$ cat config.mk
export PLATFORM = sky130hd
export DESIGN_NAME = pc_sequencer
export DESIGN_NICKNAME = d
export VERILOG_FILES = /design/src/rtl/pcseq_pkg.sv /design/src/rtl/pcseq_decode.sv /design/src/rtl/pcseq_target.sv /design/src/rtl/pcseq_trap.sv /design/src/rtl/pc_sequencer.sv
export SDC_FILE = /design/constraint.sdc
export NUM_CORES = 1
export LEC_CHECK = 0
export BUFFER_PORTS_ARGS = -buffer_cell sky130_fd_sc_hd__clkbuf_2
export CORE_ASPECT_RATIO = 0.75
export CORE_UTILIZATION = 48
export CTS_CLUSTER_SIZE = 16
export DETAILED_ROUTE_END_ITERATION = 10
export PLACE_DENSITY_LB_ADDON = 0.2
export SLEW_MARGIN = 30
export SYNTH_ARGS = -nofsm -noshare
export SYNTH_HDL_FRONTEND = slang
export SYNTH_SLANG_ARGS = --single-unit
$ cat constraint.sdc
create_clock -name clk -period 5.41 [get_ports clk]
set_clock_uncertainty 0.2 [all_clocks]
set_input_delay 1.082 -clock clk [delete_from_list [all_inputs] [get_ports clk]]
set_output_delay 1.082 -clock clk [all_outputs]
set_load 0.02 [all_outputs]
$ cat src/rtl/pcseq_pkg.sv
// Shared constants, flow kinds and field helpers for the next-PC sequencer.
// Assumes a 32-bit address and instruction word.
package pcseq_pkg;
    localparam int XLEN     = 32;
    localparam int OPC_W    = 6;
    localparam int RIDX_W   = 5;
    localparam int CODE_W   = 4;
    localparam int IMM_W    = 16;
    localparam int TGT_W    = 26;
    localparam int REGION_W = XLEN - TGT_W - 2;

    localparam logic [OPC_W-1:0] OPC_REGOP = 6'd0;
    localparam logic [OPC_W-1:0] OPC_ZCMP  = 6'd1;
    localparam logic [OPC_W-1:0] OPC_JMP   = 6'd2;
    localparam logic [OPC_W-1:0] OPC_CALL  = 6'd3;
    localparam logic [OPC_W-1:0] OPC_BEQ   = 6'd4;
    localparam logic [OPC_W-1:0] OPC_BNE   = 6'd5;
    localparam logic [OPC_W-1:0] OPC_BLE0  = 6'd6;
    localparam logic [OPC_W-1:0] OPC_BGT0  = 6'd7;
    localparam logic [5:0]       FN_RJMP   = 6'd8;
    localparam logic [5:0]       FN_RCALL  = 6'd9;

    localparam logic [CODE_W-1:0] CODE_ILLEGAL = 4'd10;
    localparam logic [CODE_W-1:0] CODE_OVF     = 4'd12;
    localparam logic [CODE_W-1:0] CODE_MEM     = 4'd4;

    localparam logic [RIDX_W-1:0] SEL_CAUSE = 5'd13;
    localparam logic [RIDX_W-1:0] SEL_EPC   = 5'd14;

    typedef enum logic [3:0] {
        FLOW_SEQ, FLOW_BEQ, FLOW_BNE, FLOW_BLE0, FLOW_BGT0,
        FLOW_BLT0, FLOW_JMP, FLOW_CALL, FLOW_RJMP, FLOW_RCALL
    } flow_e;
endpackage

$ cat src/rtl/pcseq_decode.sv
// Classifies the instruction into a control-flow kind.
// Assumes only the opcode, the rt field and the function field are needed.
module pcseq_decode
    import pcseq_pkg::*;
(
    input  logic [OPC_W-1:0]  opc_i,
    input  logic [RIDX_W-1:0] rt_fld_i,
    input  logic [5:0]        funct_i,
    output flow_e             flow_o
);
    // Map opcode / sub-fields to a flow kind; everything else is sequential.
    always_comb begin
        flow_o = FLOW_SEQ;
        case (opc_i)
            OPC_REGOP: begin
                if (funct_i == FN_RJMP)       flow_o = FLOW_RJMP;
                else if (funct_i == FN_RCALL) flow_o = FLOW_RCALL;
            end
            OPC_ZCMP:  if (rt_fld_i == '0) flow_o = FLOW_BLT0;
            OPC_JMP:   flow_o = FLOW_JMP;
            OPC_CALL:  flow_o = FLOW_CALL;
            OPC_BEQ:   flow_o = FLOW_BEQ;
            OPC_BNE:   flow_o = FLOW_BNE;
            OPC_BLE0:  flow_o = FLOW_BLE0;
            OPC_BGT0:  flow_o = FLOW_BGT0;
            default:   flow_o = FLOW_SEQ;
        endcase
    end
endmodule

$ cat src/rtl/pcseq_target.sv
// Computes the non-trap next address and the sequential successor.
// Assumes the flow kind is already decoded; branch offsets are word offsets.
module pcseq_target
    import pcseq_pkg::*;
(
    input  logic [XLEN-1:0]  pc_i,
    input  logic [TGT_W-1:0] low_fld_i,
    input  logic [XLEN-1:0]  rs_val_i,
    input  logic [XLEN-1:0]  rt_val_i,
    input  flow_e            flow_i,
    output logic [XLEN-1:0]  seq_pc_o,
    output logic [XLEN-1:0]  flow_pc_o
);
    logic [IMM_W-1:0] imm;
    logic [XLEN-1:0]  br_tgt;
    logic [XLEN-1:0]  jmp_tgt;
    logic             rs_neg;
    logic             rs_zero;
    logic             ops_eq;
    logic             taken;

    // Candidate targets and signed comparison flags.
    always_comb begin
        imm      = low_fld_i[IMM_W-1:0];
        seq_pc_o = pc_i + XLEN'(4);
        br_tgt   = seq_pc_o + {{(XLEN-IMM_W-2){imm[IMM_W-1]}}, imm, 2'b00};
        jmp_tgt  = {pc_i[XLEN-1 -: REGION_W], low_fld_i, 2'b00};
        rs_neg   = rs_val_i[XLEN-1];
        rs_zero  = (rs_val_i == '0);
        ops_eq   = (rs_val_i == rt_val_i);
    end

    // Branch resolution per flow kind.
    always_comb begin
        case (flow_i)
            FLOW_BEQ:  taken = ops_eq;
            FLOW_BNE:  taken = !ops_eq;
            FLOW_BLE0: taken = rs_neg || rs_zero;
            FLOW_BGT0: taken = !rs_neg && !rs_zero;
            FLOW_BLT0: taken = rs_neg;
            default:   taken = 1'b0;
        endcase
    end

    // Select the final non-trap address.
    always_comb begin
        case (flow_i)
            FLOW_JMP, FLOW_CALL:   flow_pc_o = jmp_tgt;
            FLOW_RJMP, FLOW_RCALL: flow_pc_o = rs_val_i;
            default:               flow_pc_o = taken ? br_tgt : seq_pc_o;
        endcase
    end
endmodule

$ cat src/rtl/pcseq_trap.sv
// Holds the saved faulting address and cause code and serves reads of both.
// Assumes request lines are level signals valid for the cycle they are high.
module pcseq_trap
    import pcseq_pkg::*;
(
    input  logic              clk,
    input  logic              rst_n,
    input  logic [XLEN-1:0]   pc_i,
    input  logic              exc_illegal_i,
    input  logic              exc_ovf_i,
    input  logic              exc_mem_i,
    input  logic [RIDX_W-1:0] cp0_sel_i,
    output logic              trap_o,
    output logic [XLEN-1:0]   epc_o,
    output logic [CODE_W-1:0] cause_o,
    output logic [XLEN-1:0]   cp0_rdata_o
);
    logic [CODE_W-1:0] code_nxt;

    // Fixed-priority cause encoding.
    always_comb begin
        trap_o = exc_illegal_i || exc_ovf_i || exc_mem_i;
        if (exc_illegal_i)  code_nxt = CODE_ILLEGAL;
        else if (exc_ovf_i) code_nxt = CODE_OVF;
        else                code_nxt = CODE_MEM;
    end

    // Capture address and cause on a trap.
    always_ff @(posedge clk) begin
        if (!rst_n) begin
            epc_o   <= '0;
            cause_o <= '0;
        end else if (trap_o) begin
            epc_o   <= pc_i;
            cause_o <= code_nxt;
        end
    end

    // Register read mux.
    always_comb begin
        case (cp0_sel_i)
            SEL_EPC:   cp0_rdata_o = epc_o;
            SEL_CAUSE: cp0_rdata_o = {{(XLEN-CODE_W){1'b0}}, cause_o};
            default:   cp0_rdata_o = '0;
        endcase
    end
endmodule

$ cat src/rtl/pc_sequencer.sv
// Top of the next-PC and exception sequencer: combines flow decode,
// target selection, trap override and return-address generation.
// Assumes the caller registers next_pc_o into its own PC.
module pc_sequencer
    import pcseq_pkg::*;
#(
    parameter logic [31:0] TRAP_VECTOR = 32'h8000_0180,
    parameter int unsigned RETURN_REG  = 31
)(
    input  logic              clk,
    input  logic              rst_n,
    input  logic [XLEN-1:0]   pc_i,
    input  logic [XLEN-1:0]   instr_i,
    input  logic [XLEN-1:0]   rs_val_i,
    input  logic [XLEN-1:0]   rt_val_i,
    input  logic              exc_illegal_i,
    input  logic              exc_ovf_i,
    input  logic              exc_mem_i,
    input  logic [RIDX_W-1:0] cp0_sel_i,
    output logic [XLEN-1:0]   next_pc_o,
    output logic              link_we_o,
    output logic [RIDX_W-1:0] link_idx_o,
    output logic [XLEN-1:0]   link_val_o,
    output logic [XLEN-1:0]   cp0_rdata_o
);
    flow_e             flow;
    logic [XLEN-1:0]   seq_pc;
    logic [XLEN-1:0]   flow_pc;
    logic              trap;
    logic [XLEN-1:0]   epc_w;
    logic [CODE_W-1:0] cause_w;

    pcseq_decode u_decode (
        .opc_i    (instr_i[XLEN-1 -: OPC_W]),
        .rt_fld_i (instr_i[20:16]),
        .funct_i  (instr_i[5:0]),
        .flow_o   (flow)
    );

    pcseq_target u_target (
        .pc_i      (pc_i),
        .low_fld_i (instr_i[TGT_W-1:0]),
        .rs_val_i  (rs_val_i),
        .rt_val_i  (rt_val_i),
        .flow_i    (flow),
        .seq_pc_o  (seq_pc),
        .flow_pc_o (flow_pc)
    );

    pcseq_trap u_trap (
        .clk           (clk),
        .rst_n         (rst_n),
        .pc_i          (pc_i),
        .exc_illegal_i (exc_illegal_i),
        .exc_ovf_i     (exc_ovf_i),
        .exc_mem_i     (exc_mem_i),
        .cp0_sel_i     (cp0_sel_i),
        .trap_o        (trap),
        .epc_o         (epc_w),
        .cause_o       (cause_w),
        .cp0_rdata_o   (cp0_rdata_o)
    );

    // Trap vector overrides every other next-address choice.
    always_comb begin
        next_pc_o = trap ? TRAP_VECTOR : flow_pc;
    end

    // Return-address write for call forms, suppressed by a trap.
    always_comb begin
        link_val_o = seq_pc;
        link_we_o  = !trap && (flow == FLOW_CALL || flow == FLOW_RCALL);
        link_idx_o = (flow == FLOW_CALL) ? RIDX_W'(RETURN_REG) : instr_i[15:11];
    end
endmodule

==> results.toml, run 1 <==
[logic_synthesis]
synth_nets = 880
synth_area_leaders = "sky130_fd_sc_hd__dfxtp_1 14%, sky130_fd_sc_hd__xnor2_1 12%, sky130_fd_sc_hd__ha_1 8.9%, sky130_fd_sc_hd__nand2_1 7.4%, sky130_fd_sc_hd__a21oi_1 5.1%"
synth_cells = 705
asyncSetResetFlopFracSynth_pct = 0
synth_top_cell_by_area = "sky130_fd_sc_hd__dfxtp_1"
synth_area_um2 = 5080
number_of_enable_flip_flop_cells_after_synthesis = 0
average_size_of_a_mapped_cell_um2 = 7.20
yosys_most_used_dff = "sky130_fd_sc_hd__dfxtp_1"
synth-seq-cells = 35
synth-warning-count = 0
synth.distinct_cells = 64
yosysSeqAreaShare_pct = 13.8
synth_largest_type_area_fraction_pct = 13.8

[clock_network]
cts_buffer_count = 5
tritoncts_clock_tree = "yes"
ctsRootBufferMaster = "sky130_fd_sc_hd__clkbuf_16"
clock-sinks = 35
clock_latency_late_sink_ns = 0.28
clk_path_buf_depth = 2
ctsHoldBuffers = 0
path_clk_slew_ns = 0.06
h-tree-depth = 2

[grt]
antenna_found_initial = 0
pin_count_of_the_biggest_net_entering_global_routing = 42
vias_in_the_first_global_route = 6352
global_route_wire_length_before_repair_mm = 33.7
total_congestion_overflow_after_global_routing = 0
track_usage_pct = 39.2

[status]
run_status = "complete, but fails checks"
failed_checks = "DRC, setup timing"

[sta]
final.period_utilization_pct = 105
period_minus_slack_ns = 5.68
final.setup.tns_ns = -1.04
slew_viol_final = 0
worst_pin_slew_ns = 0.787
slew_headroom_pct = 47.2
hold-worst-slack_ns = 0.258
hold_violations = 0
rsz_0062_raised_after_global_routing = "yes"
timing.final.ws_setup_ns = -0.272
maxClockFrequency_mhz = 176
setup_violations = 7

[worst_setup_path]
end_kind = "output port"
worstPathBufferInverterCount = 5
critical_path_arrival_ns = 4.40
critical-path-max-stage-delay_ns = 0.48
path_class = "primary input to output port"
critPathSlowestCell = "sky130_fd_sc_hd__or4b_4"
critical_path_required_ns = 4.13
worst_r2r_path_depth = 2
cp-start-kind = "primary input"
regToRegEndpoint = "u_trap.cause_o[3]"
path_cells = "buf_6, and4_4, nand4_1, buf_6, nor2_2, nand2_2, xnor2_4, ha_4, buf_4, nand4_1, buf_4, a2111oi_4, o211ai_2, nand3b_1, or4b_4, nand2_4, buf_8"
timing.critical_path.max_delay_family = "simple AND/OR/NAND/NOR gates"
reg2reg_setup_slack_ns = 4.44
worstPathMaxFanout = 6
reg2reg_from = "u_trap.cause_o[3]"

[job]
cap_viol_max_count = 0

[route]
ant_nets = 0
totalWireLength_mm = 23.9
drt-initial-drc-count = 717
drcViolationCount = 2
via_per_inst = 5.99
vias = 7086
drt_pass1_iterations = 9
wl_per_cell_um = 20.2

[die]
floorplan.die_area_um2 = 11000
floorplan.die.height_um = 91.1
die_w_um = 121
initial_utilization_pct = 49.4
num_rows = 32
area_of_the_placeable_core_um2 = 10300
io_pins = 240

[layout]
nNetsFinal = 1221
post_route_cells_drive_above_1_share_pct = 46.1
area.growth.synth_to_final_pct = 64.1
antenna_cells_inserted = 0

[min_path]
hold_path.class = "flip-flop to flip-flop"
worst_hold_path.endpoint = "u_trap.epc_o[25]"
hold_path.startpoint = "u_trap.epc_o[25]"
min_path_cells = 2

[pwr]
power.static_leakage_nw = 3.89
p_per_area_nw_per_um2 = 160
irDropWorstVdd_uv = 156

[placed_design]
dp_hpwl_mm = 17.7
place_congestion = 1.03
io_buffer_count = 239
## worst reg2reg max path, delay by kind of cell (launching register included)
family           cells  cell delay, ns
AO/OA/AOI/OAI        1            0.23
AND/OR/NAND/NOR      1            0.13
flip-flops           1            0.31
## area by class of cell
class	count	area (µm²)
repair buffers	368	2270
multi-input cells	620	4940
flip-flops and latches	35	701
clock inverters	3	67.6
inverters	16	62.6
clock buffers	5	125
well taps	136	170
fillers	684	1960
## layout by cell type, fill, tap and decap left out, drive strengths merged, types with 19 or more instances in the layout
master	n
ha	36
buf	142
a21boi	33
and2	33
dfxtp	35
nand3	25
a21oi	52
nand2	100
o21ai	19
clkbuf	231
nor2	41
xnor2	67
## power by group
part	internal (mW)	total [mW]	switching, mW
Sequential	0.274	0.282	0.00796
Clock	0.264	0.380	0.116
Combinational	0.309	0.670	0.362
Total	0.847	1.33	0.486
## Yosys cell counts (all sizes together) (9+ instances only)
master	number
a21boi	33
a21o	15
a21oi	52
a22oi	12
and2	33
and3	11
buf	10
clkbuf	24
dfxtp	35
ha	36
inv	16
mux2i	9
nand2	100
nand3	25
nand4	16
nor2	41
nor3	11
nor4	11
o21ai	19
o221ai	14
o22ai	12
xnor2	67
xor2	16
## routing by layer
| metal | GRT usage, % | share of wire [%] |
|---|---|---|
| met2 | 63.7 | 45 |
| met5 | 0 | 0 |
| met4 | 11.4 | 4.0 |
| met1 | 51.4 | 40 |
| met3 | 9.17 | 11 |
## how the worst max path moves through the flow
stage                     depth (start not counted)     from             to
after floorplan                                  15  pc_i[6]  next_pc_o[31]
after global routing                             17  pc_i[3]  next_pc_o[31]
after global placement                           15  pc_i[2]  next_pc_o[30]
after CTS                                        17  pc_i[7]  next_pc_o[31]
final                                            17  pc_i[6]  next_pc_o[31]
after detailed placement                         17  pc_i[6]  next_pc_o[30]
## stage by stage
step | area [µm²] | power (mW) | setup slack, ns | utilization (%) | cells
final | 8330 | 1.33 | -0.272 | 81.0 | 1183
after global routing | 8330 | 1.39 | -0.432 | 81.0 | 1183
after CTS | 7950 | 1.27 | -0.160 | 77.2 | 1176
after detailed placement | 7530 | 0.870 | -0.310 | 73.2 | 1162
after global placement | 7530 | 0.864 | -0.203 | 73.2 | 1162
after floorplan | 5440 | 0.605 | -0.0392 | - | 705
## flip-flops by register name, summed over array words and instances (netlist names)
register	count
u_trap.epc_o	32
u_trap.cause_o	3
## kinds of logic after synthesis
logic type                 Yosys count  synth area share [%]
and+or+nand+nor                    285                  28.3
AOI/OAI and AO/OA                  206                  28.1
xor gates and xnor gates            83                  14.3
buffers and inverters               50                  4.51
adders and majority gates           37                  9.26
DFF                                 35                  13.8
muxes                                9                  1.77
## timing repair
action	CTS	global route
gates resized for setup	38	73
endpoints found under the setup margin	12	15
gates cloned	0	0
setup buffers	6	8
pin swaps	20	44
hold endpoints to repair	0	0
Power figures use the tool's default switching activity.
==> run 2, diff against run 1 <==
CELL_PAD_IN_SITES_DETAIL_PLACEMENT = 0   (was not set)
CELL_PAD_IN_SITES_GLOBAL_PLACEMENT = 1   (was not set)
CORE_UTILIZATION = 33   (was 48)
==> run 2 against run 1 <==
The run ends with setup timing left. Sequential share of layout area is 0.20 points lower. Sequential power about the same. Combinational power up 3%. Global-route usage down 11 points. Worst setup slack gained 0.089 ns. Utilization is 23 points lower. First-iteration DRC count shrank 49%. Register-to-register slack better by 0.02 ns. Critical path type unchanged. Largest power group unchanged.
==> results.toml, run 2 (synthesized netlist as in run 1, its figures left out) <==
[sta]
slew_headroom_pct = 60.0
rsz_0062_raised_after_global_routing = "yes"
slew_viol_final = 0
period_minus_slack_ns = 5.59
timing.final.ws_setup_ns = -0.183
worst_pin_slew_ns = 0.600
final.period_utilization_pct = 103
setup_violations = 9
hold_violations = 0
maxClockFrequency_mhz = 179
final.setup.tns_ns = -0.933

[layout]
fill_cells = 1442
antenna_cells_inserted = 0
final-seq-area_um2 = 701
largest_register = "u_trap.epc_o"
mostFrequentLayoutCell = "sky130_fd_sc_hd__clkbuf_2"
fin_cells = 1260
area.growth.synth_to_final_pct = 68.0
largest_register_ffs = 32
post_route_cells_drive_above_1_share_pct = 47.7
reg_top3 = "u_trap.epc_o (32), u_trap.cause_o (3)"
nNetsFinal = 1234
most-common-layout-cells = "218 x sky130_fd_sc_hd__clkbuf_2, 140 x sky130_fd_sc_hd__buf_4, 96 x sky130_fd_sc_hd__nand2_1"
area_taken_by_multi_input_logic_gates_um2 = 4980

[worst_setup_path]
reg2reg_from = "u_trap.cause_o[3]"
path_class = "primary input to output port"
cp-start-kind = "primary input"
endpoint = "next_pc_o[31]"
critical_path_required_ns = 4.13
reg2reg_setup_slack_ns = 4.46
worst_r2r_path_depth = 2
critical_path_arrival_ns = 4.31
end_kind = "output port"
regToRegEndpoint = "u_trap.cause_o[3]"
startpoint_of_the_most_critical_setup_path = "pc_i[15]"
worstPathMaxFanout = 3

[route]
drt_pass1_iterations = 5
via_per_inst = 5.42
wl_per_cell_um = 18.7
vias = 6830
drt-initial-drc-count = 364
drcViolationCount = 0
totalWireLength_mm = 23.6
ant_nets = 0

[pwr]
p_per_area_nw_per_um2 = 146
power.static_leakage_nw = 3.92
irDropWorstVdd_uv = 110

[clock_network]
clk_path_buf_depth = 2
path_clk_slew_ns = 0.05
h-tree-depth = 2
ctsRootBufferMaster = "sky130_fd_sc_hd__clkbuf_16"
cts_buffer_count = 5
tritoncts_clock_tree = "yes"
clock-sinks = 35
clock_latency_late_sink_ns = 0.28

[placed_design]
place_congestion = 0.972
dp_hpwl_mm = 18.9
io_buffer_count = 239
cell_total_after_placement = 1234
dp_worst_setup_slack_ns = -0.279

[grt]
global_route_wire_length_before_repair_mm = 35.0
vias_in_the_first_global_route = 6295
pin_count_of_the_biggest_net_entering_global_routing = 36
track_usage_pct = 28.5
antenna_found_initial = 0
total_congestion_overflow_after_global_routing = 0

[die]
die_w_um = 145
area_of_the_placeable_core_um2 = 14700
io_pins = 240
num_rows = 38
floorplan.die_area_um2 = 15900
initial_utilization_pct = 34.5
floorplan.die.height_um = 109

[min_path]
hold_path.class = "flip-flop to flip-flop"

[status]
run_status = "complete, but fails checks"
failed_checks = "setup timing"

[job]
cap_viol_max_count = 0
-- run 2: cell count changes in the layout (fill, tap and decap cells not counted), sizes merged --
cell      previous run  this run
clkbuf             231       227
clkinv               0         1
buf                142       161
clkinvlp             1         0
bufinv               2         0
-- run 2: per-stage QoR --
step / total power, mW / hold slack [ns] / utilization, % / instance area [µm²]
CTS: 1.19 / 0.261 / 55.1 / 8120
detailed placement: 0.876 / 0.254 / 52.0 / 7660
floorplan: 0.605 / 0.236 / - / 5440
finish: 1.25 / 0.257 / 57.9 / 8530
global placement: 0.876 / 0.248 / 52.0 / 7660
global route: 1.32 / 0.278 / 57.9 / 8530
-- run 2: how the worst min path moves through the flow --
| stage | start | endpoint | cells past startpoint | slack, ns |
|---|---|---|---|---|
| 3_5_place_dp | u_trap.epc_o[5] | u_trap.epc_o[5] | 2 | 0.25 |
| 5_1_grt | u_trap.epc_o[7] | u_trap.epc_o[7] | 2 | 0.28 |
| 6_report | u_trap.epc_o[5] | u_trap.epc_o[5] | 2 | 0.26 |
| 3_3_place_gp | u_trap.epc_o[13] | u_trap.epc_o[13] | 2 | 0.25 |
| 4_1_cts | u_trap.epc_o[5] | u_trap.epc_o[5] | 2 | 0.26 |
| 2_1_floorplan | u_trap.epc_o[10] | u_trap.epc_o[10] | 2 | 0.24 |
-- run 2: power by group --
group / internal (mW) / switching (mW)
Combinational: 0.323 / 0.366
Clock: 0.170 / 0.106
Sequential: 0.274 / 0.00697
-- run 2: critical path, cell delays in order --
cell	delay (ns)
sky130_fd_sc_hd__clkbuf_2	0.09
sky130_fd_sc_hd__and4_4	0.23
sky130_fd_sc_hd__nand4_1	0.14
sky130_fd_sc_hd__buf_4	0.18
sky130_fd_sc_hd__nor2_4	0.20
sky130_fd_sc_hd__nand3_2	0.13
sky130_fd_sc_hd__xnor2_2	0.16
sky130_fd_sc_hd__ha_1	0.23
sky130_fd_sc_hd__a21o_1	0.19
sky130_fd_sc_hd__a21o_1	0.18
sky130_fd_sc_hd__a21o_1	0.19
sky130_fd_sc_hd__a211oi_2	0.19
sky130_fd_sc_hd__o31ai_2	0.11
sky130_fd_sc_hd__o211ai_2	0.20
sky130_fd_sc_hd__a21boi_1	0.08
sky130_fd_sc_hd__or4b_1	0.48
sky130_fd_sc_hd__nand2_2	0.09
sky130_fd_sc_hd__clkbuf_8	0.14
-- run 2: layer usage --
metal | vias to the layer above | wire (µm) | share of wire, % | global-route usage (%)
li1 | 3284 | - | - | -
met1 | 3252 | 10900 | 46 | 38.7
met2 | 271 | 10700 | 45 | 46.9
met3 | 23 | 1770 | 7.5 | 6.39
met4 | 0 | 252 | 1.1 | 4.59
met5 | - | 0 | 0 | 0
-- run 2: timing repair --
action	CTS	global route
pin swaps	21	33
hold buffers	0	0
endpoints found under the hold margin	0	0
resized for setup	48	93
endpoints found under the setup margin	13	17
buffers inserted	10	10
-- run 2: layout make-up --
class	count	share of cell area [%]
clock buffer	7	1.55
clock inverter	1	0.0587
inverter	16	0.704
multi-input combinational	620	58.4
sequential	35	8.21
tap	200	2.93
timing repair buffer	381	28.1
